File: config.mk
export PLATFORM = sky130hd
export DESIGN_NAME = gpio_irq_ctrl
export DESIGN_NICKNAME = d
export VERILOG_FILES = /design/src/rtl/gpio_pkg.sv /design/src/rtl/gpio_ctrl.sv /design/src/rtl/gpio_dpath.sv /design/src/rtl/gpio_irq_ctrl.sv
export SDC_FILE = /design/constraint.sdc
export NUM_CORES = 1
export LEC_CHECK = 0
export BUFFER_PORTS_ARGS = -buffer_cell sky130_fd_sc_hd__clkbuf_2
export CAP_MARGIN = 20
export CORE_AREA = 2 2 104 106
export CTS_CLUSTER_SIZE = 28
export DETAILED_ROUTE_END_ITERATION = 8
export DIE_AREA = 0 0 106 108
export GPL_TIMING_DRIVEN = 0
export PLACE_DENSITY_LB_ADDON = 0.25
export SKIP_LAST_GASP = 1
export SLEW_MARGIN = 5
export SYNTH_ARGS = -nofsm -noshare
export SYNTH_HDL_FRONTEND = slang
export SYNTH_SLANG_ARGS = --single-unit
File: constraint.sdc
create_clock -name clk -period 1.9 [get_ports clk]
set_input_delay 0.095 -clock clk [delete_from_list [all_inputs] [get_ports clk]]
set_output_delay 0.095 -clock clk [all_outputs]
set_load 0.01 [all_outputs]
File: src/rtl/gpio_pkg.sv
package gpio_pkg;
  localparam int NUM_PINS = 8;

  typedef enum logic [3:0] {
    RD_NONE, RD_DATA, RD_DIR, RD_SENSE, RD_BOTH, RD_EVENT,
    RD_ENABLE, RD_RAW, RD_MASKED, RD_MODE, RD_ID
  } rdSel_e;

  typedef struct packed {
    logic wrData;
    logic wrDir;
    logic wrSense;
    logic wrBoth;
    logic wrEvent;
    logic wrEnable;
    logic wrClear;
    logic wrMode;
    rdSel_e rdSel;
    logic [2:0] idIdx;
    logic [NUM_PINS-1:0] bitMask;
  } gpioStrb_t;

  function automatic logic [7:0] idByte(input logic [2:0] k);
    case (k)
      3'd0: idByte = 8'h61;
      3'd1: idByte = 8'h10;
      3'd2: idByte = 8'h14;
      3'd3: idByte = 8'h00;
      3'd4: idByte = 8'h0D;
      3'd5: idByte = 8'hF0;
      3'd6: idByte = 8'h05;
      default: idByte = 8'hB1;
    endcase
  endfunction
endpackage

File: src/rtl/gpio_ctrl.sv
module gpio_ctrl
  import gpio_pkg::*;
#(
  parameter int ADDR_W = 12
) (
  input  logic              clk,
  input  logic              rstN,
  input  logic              psel,
  input  logic              pwrite,
  input  logic [ADDR_W-1:0] paddr,
  output gpioStrb_t         strb
);
  localparam int WORD_W = ADDR_W - 2;

  logic [WORD_W-1:0] wordAddr;
  logic aligned, inData, inId, doWr, doRd;

  assign wordAddr = paddr[ADDR_W-1:2];
  assign aligned  = (paddr[1:0] == 2'b00);
  assign inData   = aligned && (paddr[ADDR_W-1:ADDR_W-2] == 2'b00);
  assign inId     = aligned && (paddr[ADDR_W-1:5] == '1);
  assign doWr     = psel && pwrite;
  assign doRd     = psel && !pwrite;

  always_comb begin
    strb = '0;
    strb.rdSel = RD_NONE;
    strb.idIdx = paddr[4:2];
    strb.bitMask = paddr[NUM_PINS+1:2];
    if (inData) begin
      strb.wrData = doWr;
      if (doRd) strb.rdSel = RD_DATA;
    end else if (inId) begin
      if (doRd) strb.rdSel = RD_ID;
    end else if (aligned) begin
      case (wordAddr)
        WORD_W'(12'h400 >> 2): begin strb.wrDir = doWr;    if (doRd) strb.rdSel = RD_DIR;    end
        WORD_W'(12'h404 >> 2): begin strb.wrSense = doWr;  if (doRd) strb.rdSel = RD_SENSE;  end
        WORD_W'(12'h408 >> 2): begin strb.wrBoth = doWr;   if (doRd) strb.rdSel = RD_BOTH;   end
        WORD_W'(12'h40C >> 2): begin strb.wrEvent = doWr;  if (doRd) strb.rdSel = RD_EVENT;  end
        WORD_W'(12'h410 >> 2): begin strb.wrEnable = doWr; if (doRd) strb.rdSel = RD_ENABLE; end
        WORD_W'(12'h414 >> 2): begin if (doRd) strb.rdSel = RD_RAW; end
        WORD_W'(12'h418 >> 2): begin if (doRd) strb.rdSel = RD_MASKED; end
        WORD_W'(12'h41C >> 2): strb.wrClear = doWr;
        WORD_W'(12'h420 >> 2): begin strb.wrMode = doWr;   if (doRd) strb.rdSel = RD_MODE;   end
        default: ;
      endcase
    end
  end


  one_write_strobe_chk: assert property (@(posedge clk) disable iff (!rstN)
    $onehot0({strb.wrData, strb.wrDir, strb.wrSense, strb.wrBoth,
              strb.wrEvent, strb.wrEnable, strb.wrClear, strb.wrMode}));
endmodule

File: src/rtl/gpio_dpath.sv
module gpio_dpath
  import gpio_pkg::*;
#(
  parameter int DATA_W = 32
) (
  input  logic                clk,
  input  logic                rstN,
  input  gpioStrb_t           strb,
  input  logic [DATA_W-1:0]   wdata,
  output logic [DATA_W-1:0]   rdata,
  input  logic [NUM_PINS-1:0] pinIn,
  output logic [NUM_PINS-1:0] pinOut,
  output logic [NUM_PINS-1:0] pinOe,
  output logic                irqOut
);
  localparam int N = NUM_PINS;

  logic [N-1:0] dirR, senseR, bothR, eventR, enableR, modeR, dataR, rawR;
  logic [N-1:0] syncA, syncB, prevB;
  logic [N-1:0] pinVal, edgeHit, lvlHit, clrMask, wByte, maskedSt;

  assign wByte = wdata[N-1:0];

  always_ff @(posedge clk) begin
    if (!rstN) begin
      dirR <= '0; senseR <= '0; bothR <= '0; eventR <= '0;
      enableR <= '0; modeR <= '0; dataR <= '0;
      syncA <= '0; syncB <= '0; prevB <= '0;
    end else begin
      syncA <= pinIn;
      syncB <= syncA;
      prevB <= syncB;
      if (strb.wrDir)    dirR    <= wByte;
      if (strb.wrSense)  senseR  <= wByte;
      if (strb.wrBoth)   bothR   <= wByte;
      if (strb.wrEvent)  eventR  <= wByte;
      if (strb.wrEnable) enableR <= wByte;
      if (strb.wrMode)   modeR   <= wByte;
      if (strb.wrData) begin
        dataR <= (dataR & ~(strb.bitMask & dirR)) | (wByte & strb.bitMask & dirR);
      end
    end
  end

  assign pinVal = (dataR & dirR) | (syncB & ~dirR);

  for (genvar i = 0; i < N; i++) begin : g_pin
    logic rise, fall;
    assign rise = syncB[i] & ~prevB[i];
    assign fall = ~syncB[i] & prevB[i];
    assign edgeHit[i] = ~dirR[i] & ~senseR[i] &
                        (bothR[i] ? (rise | fall) : (eventR[i] ? rise : fall));
    assign lvlHit[i] = senseR[i] & (pinVal[i] == eventR[i]);
  end

  assign clrMask = strb.wrClear ? wByte : '0;

  always_ff @(posedge clk) begin
    if (!rstN) rawR <= '0;
    else       rawR <= (rawR | edgeHit | lvlHit) & ~clrMask;
  end

  assign maskedSt = rawR & enableR;
  assign irqOut   = |maskedSt;
  assign pinOut   = dataR;
  assign pinOe    = dirR;

  always_comb begin
    rdata = '0;
    case (strb.rdSel)
      RD_DATA:   rdata[N-1:0] = pinVal & strb.bitMask;
      RD_DIR:    rdata[N-1:0] = dirR;
      RD_SENSE:  rdata[N-1:0] = senseR;
      RD_BOTH:   rdata[N-1:0] = bothR;
      RD_EVENT:  rdata[N-1:0] = eventR;
      RD_ENABLE: rdata[N-1:0] = enableR;
      RD_RAW:    rdata[N-1:0] = rawR;
      RD_MASKED: rdata[N-1:0] = maskedSt;
      RD_MODE:   rdata[N-1:0] = modeR;
      RD_ID:     rdata[7:0]   = idByte(strb.idIdx);
      default:   rdata = '0;
    endcase
  end


  data_hold_chk: assert property (@(posedge clk) disable iff (!rstN)
    !strb.wrData |=> $stable(dataR));

  dir_hold_chk: assert property (@(posedge clk) disable iff (!rstN)
    !strb.wrDir |=> $stable(pinOe));

  clear_wins_chk: assert property (@(posedge clk) disable iff (!rstN)
    strb.wrClear |=> ((rawR & $past(wByte)) == '0));

  no_output_edge_chk: assert property (@(posedge clk) disable iff (!rstN)
    ((rawR & ~$past(rawR) & $past(dirR) & ~$past(senseR)) == '0));

  level_sets_chk: assert property (@(posedge clk) disable iff (!rstN)
    ((rawR & $past(lvlHit & ~clrMask)) == $past(lvlHit & ~clrMask)));
endmodule

File: src/rtl/gpio_irq_ctrl.sv
module gpio_irq_ctrl
  import gpio_pkg::*;
#(
  parameter int ADDR_W = 12,
  parameter int DATA_W = 32
) (
  input  logic                clk,
  input  logic                rstN,
  input  logic                psel,
  input  logic                pwrite,
  input  logic [ADDR_W-1:0]   paddr,
  input  logic [DATA_W-1:0]   pwdata,
  output logic [DATA_W-1:0]   prdata,
  input  logic [NUM_PINS-1:0] pinIn,
  output logic [NUM_PINS-1:0] pinOut,
  output logic [NUM_PINS-1:0] pinOe,
  output logic                irqOut
);
  gpioStrb_t strb;

  gpio_ctrl #(.ADDR_W(ADDR_W)) i_ctrl (
    .clk(clk), .rstN(rstN), .psel(psel), .pwrite(pwrite),
    .paddr(paddr), .strb(strb)
  );

  gpio_dpath #(.DATA_W(DATA_W)) i_dpath (
    .clk(clk), .rstN(rstN), .strb(strb), .wdata(pwdata), .rdata(prdata),
    .pinIn(pinIn), .pinOut(pinOut), .pinOe(pinOe), .irqOut(irqOut)
  );
endmodule

* Word-level counts from Yosys, hierarchy flattened *
Cells that the tools add are included.

cells by class
  add/sub/neg operators = 0
  multiply operators = 0
  div/mod/pow operators = 0
  magnitude comparators = 0
  eq/ne operators = 34
  shift operators = 0
  multiplexer cells = 43
  bitwise gates (word level) = 96
  reductions and logical operators = 9

operators with widths
  cell                                                              count
  10-bit by 9-bit == test with 1-bit output, second input constant  9
  8-bit case mux with 10 select lines                               1
  8-bit bitwise AND                                                 9
  8-bit case mux with 7 select lines                                1
  1-bit bitwise AND                                                 40
  1-bit NOT                                                         32
  8-bit bitwise OR                                                  4
  4-bit case mux with 8 select lines                                1
  1-bit two-way mux                                                 25
  8-bit NOT                                                         3
  4-bit two-way mux                                                 5
  4-bit by 3-bit == test with 1-bit output, second input constant   4
  7-bit two-way mux                                                 2
  4-bit == test, second input constant                              3
  3-bit two-way mux                                                 4
  11-bit two-way mux                                                1
  3-bit == test, second input constant                              3
  1-bit == test                                                     8
  4-bit by 2-bit == test with 1-bit output, second input constant   2
  8-bit two-way mux                                                 1
  1-bit bitwise OR                                                  8
  8-bit OR reduction                                                1
  7-bit == test, second input constant                              1
  3-bit by 2-bit == test with 1-bit output, second input constant   2
  7 further kinds                                                   12

storage, ports and cells
  bits in registers = 88
  bits in latches = 0
  bits in writable memories = 0
  memory bits (read-only) = 0
  bits of input ports = 56
  output and inout port bits = 49
  memories kept = 0

* Depth between registers and ports, before layout *
  word-level depth = 10
  gate-level depth with buffers = 8
  depth with buffers taken out = 8

* Cells and area by module *
Synthesis repeated with hierarchy kept, for this count alone.

second synthesis, totals
  cells, all modules = 558
  area, all modules = 5133.7 sq um

by module, submodules not included
  module      instances  cells an instance  area an instance (sq um)  sequential area each (sq um)
  gpio_dpath  1          508                4792.1                    1761.7
  gpio_ctrl   1          50                 341.6                     0.0

* Worst setup path after synthesis *
No wires, ideal clock.

  path kind = input to output
  start = input pwrite
  end = output prdata[2]
  data arrival time = 1798 ps
  required time = 1805 ps
  slack = 7 ps
  stages = 7
  buffers on the path = 2
  cell sequence = or4b_1 -> buf_6 -> or3_4 -> buf_6 -> o311ai_2 -> a211oi_1 -> a31oi_1

between the ends
  longest elaborated chain between the ends = 9
  elaborated cells between the ends (all ways) = 27
  classes of those cells = eq/ne (10); mux (15); reduce/logical (2)

RTL lines
  element                                          line                 text
  start: declaration                               gpio_irq_ctrl.sv:10  input logic pwrite,
  1-bit zero test (*)                              gpio_ctrl.sv:23      assign doRd = psel && !pwrite;
  1-bit logical AND (*)                            gpio_ctrl.sv:23
  4-bit two-way mux, or another cell as far along  gpio_ctrl.sv:45      WORD_W'(12'h420 >> 2): begin strb.wrMode = doWr; if (doRd) strb.rdSel = RD_MODE; end
  4-bit case mux with 8 select lines               gpio_ctrl.sv:36      case (wordAddr)
  11-bit two-way mux                               gpio_ctrl.sv:35      end else if (aligned) begin
  4-bit two-way mux                                gpio_ctrl.sv:33      end else if (inId) begin
  4-bit two-way mux (*)                            gpio_ctrl.sv:30      if (inData) begin
  4-bit == test, or another cell as far along      gpio_dpath.sv:70     case (strb.rdSel)
  8-bit case mux with 10 select lines (*)          gpio_dpath.sv:70
  end: declaration                                 gpio_irq_ctrl.sv:13  output logic [DATA_W-1:0] prdata,

Every way passes the cells marked *; elsewhere a longest branch is shown, timed or not.

* Worst setup path in the final report *
  start = input paddr[8]
  end = output prdata[5]

between the ends
  longest elaborated chain between the ends = 7
  elaborated cells between the ends (all ways) = 25
  classes of those cells = eq/ne (19); mux (5); reduce/logical (1)

RTL lines
  element                                      line                 text
  start: declaration                           gpio_irq_ctrl.sv:11  input logic [ADDR_W-1:0] paddr,
  10-bit by 9-bit == test with 1-bit output    gpio_ctrl.sv:36
  4-bit case mux with 8 select lines           gpio_ctrl.sv:36
  11-bit two-way mux                           gpio_ctrl.sv:35
  4-bit two-way mux (*)                        gpio_ctrl.sv:33
  4-bit two-way mux (*)                        gpio_ctrl.sv:30
  4-bit == test, or another cell as far along  gpio_dpath.sv:70
  8-bit case mux with 10 select lines (*)      gpio_dpath.sv:70

Marked as above.

==> results.sh <==
export IMPL_status="finished with violations"
export IMPL_violated_checks="negative setup slack"
export IMPL_dp_hpwl_um=10400
export IMPL_syn_inst=549
export IMPL_crit_path_max_fanout=8
export IMPL_finalCriticalPeriod_ns=2.138
export IMPL_clk_latency_ns=0.37
export IMPL_setup_viol_count_final=15
export IMPL_p_per_area_nw_per_um2=553.9
export IMPL_worst_clock_skew_ns=0.005301
export IMPL_ys_warnings_count=0
export IMPL_synth_area_um2=5081
export IMPL_timing_max_cap_violations=0
export IMPL_clock_path_buffers=2
export IMPL_timing_max_transition_violations_final=0
export IMPL_cts_sinks=88
export IMPL_synth_async_sr_flop_share_pct=0
export IMPL_route_detailed_vias_per_inst=5.757
export IMPL_seq_area_frac_synth_pct=34.67
export IMPL_final_wtd_congestion=0.9491
export IMPL_ratio_of_cells_with_drive_above_1_in_the_final_layout_pct=25.04
export IMPL_ys_ff_latch=88
export IMPL_grt_total_usage_pct=27.73
export IMPL_grt_overflow_total=0
export IMPL_yosys_cell_types_count=60
export IMPL_number_of_iterations_in_the_first_detailed_routing_pass=6
export IMPL_fin_tns_setup_ns=-1.591
export IMPL_design_core_area_um2=10230
export IMPL_worstSetupPathType="in2out"
export IMPL_top_area_cells_in_the_synthesized_netlist="sky130_fd_sc_hd__dfxtp_1 35%, sky130_fd_sc_hd__mux2i_1 12%, sky130_fd_sc_hd__nor2b_1 8.1%, sky130_fd_sc_hd__ha_1 3.9%, sky130_fd_sc_hd__buf_4 3.8%"
export IMPL_path_clk_slew_ns=0.08
export IMPL_wl_cell_um=19.06
export IMPL_syn2layout_area_growth_pct=25.54
export IMPL_synth_edff_count=0
export IMPL_fillCellCount=887
export IMPL_avgSynthCellArea_um2=9.255
export IMPL_die_width_um=106
export IMPL_insertedDiodeCount=0
export IMPL_initial_utilization_pct=49.66
export IMPL_clockRootBuffer="sky130_fd_sc_hd__clkbuf_8"
export IMPL_max_freq_ghz=0.4678
export IMPL_tritoncts="yes"
export IMPL_hold_viol=0
export IMPL_worst_ep_required_time_ns=1.80
export IMPL_timing_slew_headroom_pct=50.19
export IMPL_synth_largest_area_cell="sky130_fd_sc_hd__dfxtp_1"
export IMPL_post_route_cell_area_um2=6379
export IMPL_io_pin_count=105
export IMPL_period_share_pct=112.5
export IMPL_vias=4646
export IMPL_htree_levels=3
export IMPL_port_buffers=47
export IMPL_drc=0
export IMPL_yosysTopAreaCellShare_pct=34.67
export IMPL_ys_dominant_reg_cell="sky130_fd_sc_hd__dfxtp_1"
export IMPL_dieArea_um2=11450
export IMPL_cellLeakagePower_nw=2.632
export IMPL_ant_nets=0
export IMPL_rsz_0062_raised_after_global_routing="yes"
export IMPL_kind_of_launch_point_of_the_worst_setup_path="input pin"
export IMPL_post_route_worst_setup_slack_ns=-0.2377
export IMPL_worstPathArrival_ns=2.04
export IMPL_endpoint_kind="output port"
export IMPL_postPlaceCellArea_um2=5578
export IMPL_postRouteWirelength_um=15380
export IMPL_placementRows=37
export IMPL_timing_hold_worst_class="in2reg"
export IMPL_die_height_um=108
export IMPL_worst_margin_slew_ns=0.7448
export IMPL_initialDrtViolationCount=354
export IMPL_first_pass_grt_wire_length_um=24050
export IMPL_regArea_um2=1762
export IMPL_grt_start_max_net_pins=15
export IMPL_final_nets=738
export IMPL_vdd_drop_max_v=0.0004685
export IMPL_initial_antenna_violation_count=0
export IMPL_numCtsBuffers=9
export IMPL_area_of_combinational_cells_with_multiple_inputs_um2=3192
export IMPL_grt_pass1_vias=4348
[state kept, by name, summed over array words and instances, names as in the netlist]
name / cells
i_dpath.pinOut: 8
i_dpath.bothR: 8
i_dpath.pinOe: 8
i_dpath.rawR: 8
i_dpath.syncB: 8
i_dpath.modeR: 8
i_dpath.prevB: 8
i_dpath.eventR: 8
i_dpath.syncA: 8
i_dpath.senseR: 8
i_dpath.enableR: 8
[metal layers]
layer	track usage, %	vias to the layer above	share of wire (%)
met3	6.691	40	11
met4	10.81	0	3.0
met5	0	-	0
li1	-	2151	-
met1	38.18	2175	43
met2	42.12	280	43
[worst max-delay path: stages]
cell and delay (ns):
sky130_fd_sc_hd__clkbuf_16 0.12, sky130_fd_sc_hd__or4_4 0.54, sky130_fd_sc_hd__buf_12 0.17, sky130_fd_sc_hd__nor3_4 0.15, sky130_fd_sc_hd__and2_4 0.19, sky130_fd_sc_hd__buf_8 0.14, sky130_fd_sc_hd__a222oi_1 0.10, sky130_fd_sc_hd__and2_1 0.20
sky130_fd_sc_hd__o211ai_2 0.18, sky130_fd_sc_hd__buf_2 0.16
[through the flow]
step                      worst slack (ns)  hold slack (ns)  power, W  util, %  std cells
after global placement             -0.8733           0.2950  0.002273    54.47        755
after global routing               -0.3290          0.09485  0.003685    62.35        807
after CTS                          -0.1959          0.07905  0.003528    61.38        800
final                              -0.2377          0.08423  0.003533    62.35        807
after detailed placement           -0.8725           0.3017  0.002277    54.52        755
after floorplan                   0.006995           0.2167  0.002164        -        572
[path summary, 6_finish.rpt]
path	to	slack [ns]	startpoint	depth (start not counted)
min	i_dpath.rawR[5]$_SDFF_PN0_	0.08	pwdata[5]	2
min reg2reg	i_dpath.syncB[2]$_SDFF_PN0_	0.44	i_dpath.syncA[2]$_SDFF_PN0_	1
max	prdata[5]	-0.24	paddr[8]	10
max reg2reg	i_dpath.rawR[7]$_SDFF_PN0_	0.32	i_dpath.syncB[7]$_SDFF_PN0_	7
[kinds of logic after synthesis]
logic type               count (synthesis)  synth area share, %
AND/OR/NAND/NOR                        203                25.44
AO/OA/AOI/OAI                           98                14.53
flip-flops                              88                34.67
buffers and inverters                   73                7.806
multiplexers                            60                11.82
adder cells (fa/ha/maj)                 16                3.940
XOR/XNOR                                10                1.724
other                                    1              0.07380
[timing repair]
item / in CTS / in global routing
gates resized for setup: 54 / 21
cloned: 0 / 0
endpoints found under the hold margin: 8 / 0
pin swaps: 24 / 10
endpoints found under the setup margin: 8 / 59
hold buffers: 8 / 0
setup buffers: 23 / 8
[cell type report]
class	count	share of cell area, %
Sequential cell	88	27.62
Clock buffer	11	2.373
Inverter	17	1.000
Tap cell	136	2.668
Clock inverter	5	0.4904
Buffer	53	5.689
Timing Repair Buffer	86	10.12
Multi-Input combinational cell	411	50.04
[Yosys cell counts, drive strengths merged, types with 9 or more instances]
master	count
nor3	9
nand3	19
a211oi	13
mux2i	60
nand2	29
and2	27
nor2b	66
clkbuf	25
nor2	15
a21oi	10
inv	17
dfxtp	88
nand4	10
buf	31
o21ai	13
ha	16
[power by group]
part           switching, W  internal (W)  leakage (nW)
combinational      0.000246      0.000186          1.82
sequential        0.0000160       0.00187         0.713
clock              0.000674      0.000542        0.0951
total              0.000936       0.00260          2.63
[placed cells by master, fill, tap and decap left out, types with 4 or more instances in the layout]
master / instances
sky130_fd_sc_hd__o21ai_0: 11
sky130_fd_sc_hd__a211oi_1: 11
sky130_fd_sc_hd__a211o_1: 8
sky130_fd_sc_hd__nor2_8: 4
sky130_fd_sc_hd__dlygate4sd3_1: 8
sky130_fd_sc_hd__buf_6: 6
sky130_fd_sc_hd__nand2b_1: 4
sky130_fd_sc_hd__nor3_4: 6
sky130_fd_sc_hd__ha_1: 16
sky130_fd_sc_hd__buf_2: 9
sky130_fd_sc_hd__nor2_1: 9
sky130_fd_sc_hd__and3_1: 6
sky130_fd_sc_hd__and2_1: 25
sky130_fd_sc_hd__a21oi_1: 9
sky130_fd_sc_hd__a22o_1: 5
sky130_fd_sc_hd__clkbuf_1: 21
sky130_fd_sc_hd__a22oi_1: 4
sky130_fd_sc_hd__nand3_1: 18
sky130_fd_sc_hd__mux2i_1: 60
sky130_fd_sc_hd__conb_1: 24
sky130_fd_sc_hd__a31oi_1: 7
sky130_fd_sc_hd__buf_4: 49
sky130_fd_sc_hd__buf_12: 4
sky130_fd_sc_hd__dfxtp_1: 88
sky130_fd_sc_hd__clkbuf_2: 34
sky130_fd_sc_hd__nand2_1: 28
sky130_fd_sc_hd__a21o_1: 6
sky130_fd_sc_hd__xnor2_1: 8
sky130_fd_sc_hd__a2111oi_0: 8
sky130_fd_sc_hd__clkbuf_8: 14
sky130_fd_sc_hd__inv_1: 17
sky130_fd_sc_hd__nand4_1: 10
sky130_fd_sc_hd__nor2b_1: 66
No activity file was read; power rests on OpenSTA's default activity.
